[config.mk]
export PLATFORM = sky130hd
export DESIGN_NAME = statusPoller
export DESIGN_NICKNAME = d
export VERILOG_FILES = /design/src/rtl/pollPkg.sv /design/src/rtl/pollDatapath.sv /design/src/rtl/pollControl.sv /design/src/rtl/statusPoller.sv
export SDC_FILE = /design/constraint.sdc
export NUM_CORES = 1
export LEC_CHECK = 0
export ABC_AREA = 1
export BUFFER_PORTS_ARGS = -buffer_cell sky130_fd_sc_hd__buf_4
export CAP_MARGIN = 15
export CORE_MARGIN = 5
export CORE_UTILIZATION = 53
export CTS_CLUSTER_SIZE = 12
export DETAILED_ROUTE_END_ITERATION = 6
export PLACE_DENSITY = 0.93
export SYNTH_ARGS = -nofsm -noshare
export SYNTH_HDL_FRONTEND = slang
export SYNTH_SLANG_ARGS = --single-unit
[constraint.sdc]
create_clock -name clk -period 3.7 [get_ports clk]
set_input_delay 0.555 -clock clk [delete_from_list [all_inputs] [get_ports clk]]
set_output_delay 0.555 -clock clk [all_outputs]
set_load 0.03 [all_outputs]
[src/rtl/pollPkg.sv]
package pollPkg;
  typedef enum logic [1:0] {
    ST_IDLE,
    ST_WAITCMD,
    ST_POLL,
    ST_CONFIRM
  } pollState_t;

  // strobes from control to datapath
  typedef struct packed {
    logic capture;   // latch request fields at accepted start
    logic bumpCnt;   // one more busy poll seen
    logic takeWord;  // latch confirming read word
  } pollStrobe_t;

  // status from datapath to control
  typedef struct packed {
    logic flagMatch; // current read shows completion value
    logic lastTry;   // current poll is the last allowed
  } pollStatus_t;
endpackage

[src/rtl/pollDatapath.sv]
module pollDatapath
  import pollPkg::*;
#(
  parameter int DW = 32,
  parameter int AW = 20,
  parameter int CW = 8,
  parameter int FLAG_BIT = 7
) (
  input  logic          clk,
  input  logic          rstN,
  input  pollStrobe_t   strobe,
  input  logic          opIsErase,
  input  logic          expFlag,
  input  logic [AW-1:0] pollAddr,
  input  logic [CW-1:0] maxPolls,
  input  logic          addrOk,
  input  logic [DW-1:0] rdData,
  output pollStatus_t   status,
  output logic [AW-1:0] rdAddr,
  output logic [DW-1:0] doneData,
  output logic          unreliable
);
  logic          eraseQ;
  logic          wantQ;
  logic [CW-1:0] limitQ;
  logic [CW-1:0] cntQ;
  logic [CW:0]   triesNow;

  always_ff @(posedge clk or negedge rstN) begin
    if (!rstN) begin
      eraseQ     <= 1'b0;
      wantQ      <= 1'b0;
      limitQ     <= '0;
      cntQ       <= '0;
      rdAddr     <= '0;
      doneData   <= '0;
      unreliable <= 1'b0;
    end else begin
      if (strobe.capture) begin
        eraseQ     <= opIsErase;
        wantQ      <= opIsErase ? 1'b1 : expFlag;
        limitQ     <= (maxPolls == '0) ? CW'(1) : maxPolls;
        cntQ       <= '0;
        rdAddr     <= pollAddr;
        unreliable <= opIsErase & ~addrOk;
      end else if (strobe.bumpCnt) begin
        cntQ <= cntQ + CW'(1);
      end
      if (strobe.takeWord) doneData <= rdData;
    end
  end

  assign triesNow         = {1'b0, cntQ} + (CW+1)'(1);
  assign status.lastTry   = triesNow >= {1'b0, limitQ};
  assign status.flagMatch = (rdData[FLAG_BIT] == wantQ);

  // an erase always targets a 1 on the flag bit
  a_r3_erase_target: assert property (@(posedge clk) disable iff (!rstN)
    eraseQ |-> wantQ);
  // limit never zero once a sequence is captured
  a_r12_limit_nonzero: assert property (@(posedge clk) disable iff (!rstN)
    $past(strobe.capture) |-> (limitQ != '0));
endmodule

[src/rtl/pollControl.sv]
module pollControl
  import pollPkg::*;
(
  input  logic        clk,
  input  logic        rstN,
  input  logic        startReq,
  input  logic        cmdDone,
  input  logic        rdAck,
  input  pollStatus_t status,
  output pollStrobe_t strobe,
  output logic        rdReq,
  output logic        busy,
  output logic        donePulse,
  output logic        timeoutErr
);
  pollState_t stateQ, stateD;
  logic doneD, errD;

  always_comb begin
    stateD = stateQ;
    strobe = '0;
    doneD  = 1'b0;
    errD   = 1'b0;
    unique case (stateQ)
      ST_IDLE: if (startReq) begin
        strobe.capture = 1'b1;
        stateD = ST_WAITCMD;
      end
      ST_WAITCMD: if (cmdDone) stateD = ST_POLL;
      ST_POLL: if (rdAck) begin
        if (status.flagMatch) begin
          stateD = ST_CONFIRM;
        end else if (status.lastTry) begin
          errD   = 1'b1;
          stateD = ST_IDLE;
        end else begin
          strobe.bumpCnt = 1'b1;
        end
      end
      ST_CONFIRM: if (rdAck) begin
        strobe.takeWord = 1'b1;
        doneD  = 1'b1;
        stateD = ST_IDLE;
      end
      default: stateD = ST_IDLE;
    endcase
  end

  always_ff @(posedge clk or negedge rstN) begin
    if (!rstN) begin
      stateQ     <= ST_IDLE;
      donePulse  <= 1'b0;
      timeoutErr <= 1'b0;
    end else begin
      stateQ     <= stateD;
      donePulse  <= doneD;
      timeoutErr <= errD;
    end
  end

  assign rdReq = (stateQ == ST_POLL) || (stateQ == ST_CONFIRM);
  assign busy  = (stateQ != ST_IDLE);

  // first request only after command completion was seen
  a_r2_wait_cmd: assert property (@(posedge clk) disable iff (!rstN)
    $rose(rdReq) |-> $past(cmdDone));
  // request held until acknowledged
  a_r11_hold_req: assert property (@(posedge clk) disable iff (!rstN)
    (rdReq && !rdAck) |=> rdReq);
  // completion pulses last one cycle
  a_r6_done_single: assert property (@(posedge clk) disable iff (!rstN)
    donePulse |=> !donePulse);
  a_r6_err_single: assert property (@(posedge clk) disable iff (!rstN)
    timeoutErr |=> !timeoutErr);
  // never both endings at once
  a_r10_exclusive: assert property (@(posedge clk) disable iff (!rstN)
    !(donePulse && timeoutErr));
  // a timeout follows an acknowledged read
  a_r7_err_after_ack: assert property (@(posedge clk) disable iff (!rstN)
    timeoutErr |-> $past(rdAck && rdReq));
endmodule

[src/rtl/statusPoller.sv]
module statusPoller
  import pollPkg::*;
#(
  parameter int DW = 32,
  parameter int AW = 20,
  parameter int CW = 8,
  parameter int FLAG_BIT = 7
) (
  input  logic          clk,
  input  logic          rstN,
  input  logic          startReq,
  input  logic          opIsErase,
  input  logic          expFlag,
  input  logic [AW-1:0] pollAddr,
  input  logic [CW-1:0] maxPolls,
  input  logic          addrOk,
  input  logic          cmdDone,
  output logic          rdReq,
  output logic [AW-1:0] rdAddr,
  input  logic          rdAck,
  input  logic [DW-1:0] rdData,
  output logic          busy,
  output logic          donePulse,
  output logic [DW-1:0] doneData,
  output logic          timeoutErr,
  output logic          unreliable
);
  pollStrobe_t strobe;
  pollStatus_t status;

  pollControl uCtl (
    .clk(clk), .rstN(rstN), .startReq(startReq), .cmdDone(cmdDone),
    .rdAck(rdAck), .status(status), .strobe(strobe), .rdReq(rdReq),
    .busy(busy), .donePulse(donePulse), .timeoutErr(timeoutErr)
  );

  pollDatapath #(.DW(DW), .AW(AW), .CW(CW), .FLAG_BIT(FLAG_BIT)) uDp (
    .clk(clk), .rstN(rstN), .strobe(strobe), .opIsErase(opIsErase),
    .expFlag(expFlag), .pollAddr(pollAddr), .maxPolls(maxPolls),
    .addrOk(addrOk), .rdData(rdData), .status(status), .rdAddr(rdAddr),
    .doneData(doneData), .unreliable(unreliable)
  );

  // transfers seen in the current sequence, saturating at 2
  logic [1:0] xferCnt;
  always_ff @(posedge clk or negedge rstN) begin
    if (!rstN) xferCnt <= '0;
    else if (!busy) xferCnt <= '0;
    else if (rdReq && rdAck && xferCnt != 2'd2) xferCnt <= xferCnt + 2'd1;
  end

  // completion needs at least a poll read plus the confirming read
  a_r4_two_reads: assert property (@(posedge clk) disable iff (!rstN)
    donePulse |-> (xferCnt == 2'd2));
  // returned word is the one on the final acknowledge
  a_r5_word: assert property (@(posedge clk) disable iff (!rstN)
    donePulse |-> (doneData == $past(rdData)));
  // address frozen while a sequence runs
  a_r9_addr_hold: assert property (@(posedge clk) disable iff (!rstN)
    (busy && $past(busy)) |-> $stable(rdAddr));
  // nothing requested while idle
  a_r1_idle_quiet: assert property (@(posedge clk) disable iff (!rstN)
    !busy |-> !rdReq);
endmodule

==> run summary, run 1 <==
Critical path class -> reg2reg
Leak pwr -> 2.56 nW
Vias/cell -> 4.95
Total number of vias -> 2903
CTS tree -> built
Die height -> 88.9 µm
Final hold viol count -> 0
Post-synthesis compound-gate area fraction -> 3.03%
Mean routed wirelength per cell -> 14.3 µm
Clock latency on the worst-skew pair -> 350 ps
Most frequent cell after synthesis -> nand2_1
Max VDD drop -> 0.632 mV
RSZ-0062 raised after global routing -> false
Clk pwr share -> 16.4%
Largest net degree at the start of global routing -> 75
GRT overflow -> 0
Post-synth top cells -> nand2_1, dfrtp_1, inv_1
CP endpoint kind -> register
Final #Nets -> 583
DP HPWL -> 5.91 mm
Synthesis-stage register bit count -> 74
Fmax -> 0.443 GHz
Number of global-route vias before repair -> 2944
Post-synth EDFFs -> 0
Post-CTS setup buffer count -> 0
Outcome -> finished clean
Pins over their slew limit -> 0
Max Fanout on Critical Path -> 10
DIE WIDTH -> 88.9 µm
Initial DRT Pass Iterations -> 4
Max-Slew Margin vs Limit -> 40.5%
Clock Tree Root -> clkbuf_8
Area Growth Syn to Fin -> 34.4%
WL met2 -> 4.16 mm
Met3 wire length -> 759 µm
Total of max-cap violations -> 0
# hold bufs at CTS -> 0
Synth Area in XOR/XNOR -> 1.86%
Leading area contributor after synthesis -> dfrtp_1
Worst-Margin Slew -> 893 ps
Num CTS Buffers -> 9
Synth warn -> 0
Main combinational cell family by area after synthesis -> simple AND/OR/NAND/NOR gates
Final min period -> 2260 ps
Top cell type's share of synthesized area -> 56.1%
Post-Route M1 WL -> 3.26 mm
First DRT Iteration DRCs -> 90
Cell Area, Synth -> 3300 µm²
Reg2reg setup slack -> 1440 ps
Avg Inst Size Synth -> 8.59 µm²
# diodes -> 0
Clock slew at reported path FFs -> 80 ps
Share of layout cells above drive strength 1 -> 29.9%
IO Count -> 125
Simple-Gate Fraction of Synth Area -> 29.2%
Initial core utilization -> 55.1%
Hold Path Class -> in2async
Placer Congestion -> 0.840
Total core area -> 5990 µm²
Logic gate share of total power -> 48.0%
Pre-CTS WS -> 1460 ps
Seq/Total Area, Yosys -> 56.1%
Net count after synthesis -> 461
Critical Path AT -> 2540 ps
Initial antenna violation count -> 0
Unique masters post-synth -> 28
Syn Inst Count -> 384
PD cells -> 859 nW/µm²
Top Metal Used -> met4
PnR worst setup slack -> 1440 ps
DRC Markers -> 0
Final antenna-violating net count -> 0
Die area -> 7900 µm²
First-pass GRT wire length -> 13.5 mm
Net Switching -> 0.00169 W
Final wirelength -> 8.38 mm
Async S/R FF share, synth -> 100%
# resized after CTS -> 0
Final Util -> 74.0%
Total negative slack -> 0 ps
Final period util -> 61.1%
H-tree levels -> 3
Crit start category -> register
Ys flop type -> dfrtp_1
GRT Util Overall -> 22.7%
Clock Sinks -> 74
Clk_skew -> 9.54 ps
IO Port Bufs -> 124
Final setup violation count -> 0
Multiplexer share of the synthesized area -> 0%
Internal -> 0.00212 W
CTS Buffer Depth -> 2
Final Total Pwr -> 0.00381 W
Sequential power share -> 35.5%
Adder-Cell Fraction of Synth Area -> 3.41%
Row Count -> 28
Area contributors post-synth -> dfrtp_1, nand2_1, ha_1
Net Sw Frac -> 44.3%
CP required -> 3990 ps
-- metrics by stage --
| stage | hold slack [ps] | area [µm²] | cells |
|---|---|---|---|
| 6_report | 323 | 4430 | 586 |
| 5_1_grt | 388 | 4430 | 586 |
| 4_1_cts | 358 | 4430 | 586 |
| 3_5_place_dp | 460 | 4240 | 570 |
| 3_3_place_gp | 456 | 4240 | 570 |
| 2_1_floorplan | 259 | 3300 | 384 |
-- power groups by stage --
| stage | logic (W) | clock network, W | registers (W) |
|---|---|---|---|
| after detailed placement | 0.00183 | 0 | 0.00136 |
| final | 0.00183 | 0.000626 | 0.00135 |
| after CTS | 0.00185 | 0.000640 | 0.00135 |
| after global placement | 0.00177 | 0 | 0.00135 |
| after floorplan | 0.000642 | 0 | 0.00186 |
| after global routing | 0.00200 | 0.000674 | 0.00139 |
-- per-layer routing --
layer,track usage (%),up-vias
met5,0,-
met4,11.5,0
met3,7.00,20
met2,37.4,120
met1,26.9,1344
li1,-,1419
-- final cells by class --
class	count	area, µm²
multi-input cells	267	1240
fillers	415	1560
flip-flops and latches	74	1850
well taps	75	93.8
inverters	28	110
clock buffers	12	145
clock inverters	4	51.3
repair buffers	126	946
-- logic make-up (layout without fill, tap and decap cells) --
group                    count (synthesis)  in the layout
AO/OA/AOI/OAI                           17             17
XOR/XNOR                                 7              7
adder cells (fa/ha/maj)                  9              9
buffers and inverters                   43            170
flip-flops                              74             74
AND/OR/NAND/NOR                        234            234
-- registers in the layout (all words and copies together), names as in the netlist --
register and count:
uDp.cntQ 8, uDp.limitQ 8, uCtl.donePulse 1, uDp.rdAddr 20, uDp.unreliable 1, uDp.doneData 32
uCtl.stateQ 2, uDp.wantQ 1, uCtl.timeoutErr 1
-- critical path: stages, from the launching register on --
cell and delay, ps:
dfrtp_1 440, ha_1 230, nand3_2 110, xnor2_1 230, ha_1 280, nand2_1 90, nor2_1 50, nand2_1 50
nand3_1 70, nand2_1 70, nand2_1 40, nand2_1 130, nand3_4 160, inv_4 130, nand2_1 50, nand2_1 70
-- final timing paths --
| path | from | endpoint | cells after the start |
|---|---|---|---|
| worst max-delay path | uDp.cntQ[0] | uDp.cntQ[3] | 15 |
| worst max register to register | uDp.cntQ[0] | uDp.cntQ[3] | 15 |
| worst min register to register | uDp.doneData[31] | uDp.doneData[31] | 2 |
| max in group asynchronous | rstN | uDp.doneData[4] | 1 |
| worst min-delay path | rstN | uDp.rdAddr[10] | 1 |
| min in group clk | pollAddr[1] | uDp.rdAddr[1] | 3 |
-- layout by cell type, fill, tap and decap left out, types with 2 or more instances in the layout --
cell type	n
clkbuf_8	10
nand3_1	12
o21ai_0	10
a21oi_1	3
nand2_1	204
nor2_1	6
nor2_2	2
buf_4	126
inv_4	2
nand3_2	3
clkbuf_1	2
inv_1	25
ha_1	9
nand3b_1	2
dfrtp_1	74
xor2_1	5
xnor2_1	2
Note: power is estimated with default switching activity, not from simulation.
==> run 2: changes to the inputs <==
--- a/config.mk
+++ b/config.mk
@@ -9,10 +9,10 @@
 export BUFFER_PORTS_ARGS = -buffer_cell sky130_fd_sc_hd__buf_4
 export CAP_MARGIN = 15
 export CORE_MARGIN = 5
-export CORE_UTILIZATION = 53
+export CORE_UTILIZATION = 44
 export CTS_CLUSTER_SIZE = 12
 export DETAILED_ROUTE_END_ITERATION = 6
-export PLACE_DENSITY = 0.93
+export PLACE_DENSITY = 0.84
 export SYNTH_ARGS = -nofsm -noshare
 export SYNTH_HDL_FRONTEND = slang
 export SYNTH_SLANG_ARGS = --single-unit
==> constraint.sdc (replaced) <==
create_clock -name clk -period 2 [get_ports clk]
set_input_delay 0.3 -clock clk [delete_from_list [all_inputs] [get_ports clk]]
set_output_delay 0.3 -clock clk [all_outputs]
set_load 0.03 [all_outputs]
==> run 2 against run 1 <==
Fmax up 5.5%. Critical path type unchanged. Critical endpoint is now uDp.cntQ[7]. Clock power up 110%. Die area up 18%. Count of clock-buffer cells in the layout down 2. Design area up 7.9%. Global-route usage down 4.9 points. The run now ends with setup timing left. Power up 96%. Wire length up 0.49%. Register-to-register slack worse by 1600 ps. First-iteration DRC count up 53%. Setup slack worse by 1600 ps. Highest routed layer unchanged.
==> run summary, run 2 (same netlist as run 1, synthesis figures left out) <==
Critical Path AT -> 2360 ps (-180 ps)
# diodes -> 0 (unchanged)
Clock slew at reported path FFs -> 80 ps (about the same)
Pins over their slew limit -> 0 (unchanged)
H-tree levels -> 3 (unchanged)
CP required -> 2220 ps (-1770 ps)
DRC Markers -> 0 (unchanged)
Mean routed wirelength per cell -> 13.6 µm (-5.0%)
Area Growth Syn to Fin -> 45.0%
Max VDD drop -> 0.959 mV (+52%)
Final setup violation count -> 11 (+11)
Post-route insts no fill -> 620 (+5.8%)
Violated checks -> setup timing
Fmax -> 0.467 GHz (+5.5%)
Total core area -> 7290 µm² (+22%)
Hold Path Class -> in2reg
Outcome -> finished with violations
Reg with most FFs -> uDp.doneData
GRT Util Overall -> 17.8% (-4.9 points)
Max Fanout on Critical Path -> 5 (-5)
IO Count -> 125 (unchanged)
Die area -> 9330 µm² (+18%)
Clock latency on the worst-skew pair -> 340 ps (about the same)
IO Port Bufs -> 124 (unchanged)
PD cells -> 1560 nW/µm² (+82%)
First-pass GRT wire length -> 12.7 mm (-5.8%)
Most common cell after layout, fill and taps aside -> nand2_1
Crit start category -> register
Max reg flops -> 32 (unchanged)
Placer Congestion -> 0.812 (-3.3%)
Critical path class -> reg2reg
CP startpoint -> uDp.cntQ[0]
Final Total Pwr -> 0.00746 W (+96%)
CTS tree -> built
CTS Buffer Depth -> 2 (unchanged)
Total number of vias -> 2894 (-0.31%)
Share of layout cells above drive strength 1 -> 35.9% (+6.0 points)
Worst r2r src -> uDp.cntQ[0]
Leak pwr -> 2.66 nW (+4.1%)
Dpl cells -> 599 (+5.1%)
Final #Nets -> 594 (+1.9%)
Final wirelength -> 8.42 mm (+0.49%)
Hold path start -> pollAddr[10]
Top flop regs -> uDp.doneData (32), uDp.rdAddr (20)
Final antenna-violating net count -> 0 (unchanged)
DIE WIDTH -> 96.6 µm (+8.7%)
Die height -> 96.6 µm (+8.7%)
First DRT Iteration DRCs -> 138 (+53%)
RSZ-0062 raised after global routing -> true
Worst-Margin Slew -> 509 ps (-383 ps)
Initial antenna violation count -> 0 (unchanged)
Largest net degree at the start of global routing -> 43 (-43%)
Initial DRT Pass Iterations -> 4 (unchanged)
GRT overflow -> 0 (unchanged)
Total of max-cap violations -> 0 (unchanged)
Final min period -> 2140 ps (-118 ps)
Clock Sinks -> 74 (unchanged)
CP endpoint kind -> register
Number of global-route vias before repair -> 2843 (-3.4%)
Vias/cell -> 4.67 (-5.8%)
Max-Slew Margin vs Limit -> 65.8% (+25 points)
Clock Tree Root -> clkbuf_8
Row Count -> 31 (+11%)
Final period util -> 107% (+46 points)
Num CTS Buffers -> 9 (unchanged)
Final hold viol count -> 0 (unchanged)
Initial core utilization -> 45.2% (-9.8 points)
DP HPWL -> 6.08 mm (+2.9%)
PnR worst setup slack -> -141 ps (-1580 ps)
Clk_skew -> 12.0 ps (+2.51 ps)
Final hold slack -> 156 ps (-166 ps)
Most frequent cells in the layout -> nand2_1, buf_4, dfrtp_1
-- run 2: changes by cell type in the layout (fill, tap and decap cells not counted), sizes merged --
| cell | previous run | this run |
|---|---|---|
| buf | 126 | 135 |
| dlygate4sd3 | 0 | 1 |
| nand3 | 16 | 17 |
| bufinv | 1 | 3 |
| clkinvlp | 1 | 0 |
| clkbuf | 12 | 10 |
-- run 2: stage by stage --
step                setup TNS (ps)  worst slack [ps]  cell area, µm²  utilization [%]
global placement              -127             -22.2            4330             59.4
global route                 -2870              -290            4780             65.6
detailed placement           -1080              -129            4330             59.4
finish                       -1210              -141            4780             65.6
floorplan                        0              20.5            3300                -
CTS                           -579             -78.2            4670             64.1
-- run 2: worst paths after layout --
kind | slack, ps | cells past startpoint | end
max reg2reg | -140 | 13 | uDp.cntQ[7]
min | 160 | 3 | uDp.rdAddr[10]
max | -140 | 13 | uDp.cntQ[7]
min reg2reg | 480 | 2 | uDp.doneData[19]
max in group asynchronous | 1000 | 3 | uDp.rdAddr[1]
min in group asynchronous | 440 | 2 | uDp.doneData[10]
-- run 2: metal layers --
metal	track usage, %	wire [µm]	up-vias
li1	-	-	1438
met1	22.3	3550	1316
met2	29.0	3970	122
met3	5.27	743	18
met4	6.89	159	0
met5	0	0	-
-- run 2: cell type report --
type	count	area, µm²
Tap cell	99	124
Clock inverter	5	104
Sequential cell	74	1850
Inverter	28	113
Timing Repair Buffer	136	1060
Fill cell	611	2510
Clock buffer	10	128
Multi-Input combinational cell	268	1410
-- run 2: power by group --
group / total [W] / switching, W / internal, W
registers: 0.00251 / 0.000386 / 0.00212
logic: 0.00361 / 0.00228 / 0.00133
clock network: 0.00134 / 0.000515 / 0.000823
total: 0.00746 / 0.00318 / 0.00427
-- run 2: worst max-delay path, stage by stage (launching register included) --
cell and delay, ps:
dfrtp_1 440, ha_4 190, nand3_4 120, nor2_4 150, xor2_2 210, ha_1 280
nand2_1 80, inv_1 50, nand2_2 50, nand2_2 60, nand2_4 100, nand3_4 120
nand3_1 130, nand2_2 60
-- run 2: timing repair --
item / 4_1_cts / 5_1_grt
gates resized for setup: 16 / 20
hold buffers: 1 / 0
pin swaps: 13 / 17
setup buffers: 1 / 3
cloned: 1 / 0
endpoints found under the setup margin: 10 / 11
endpoints found under the hold margin: 32 / 0
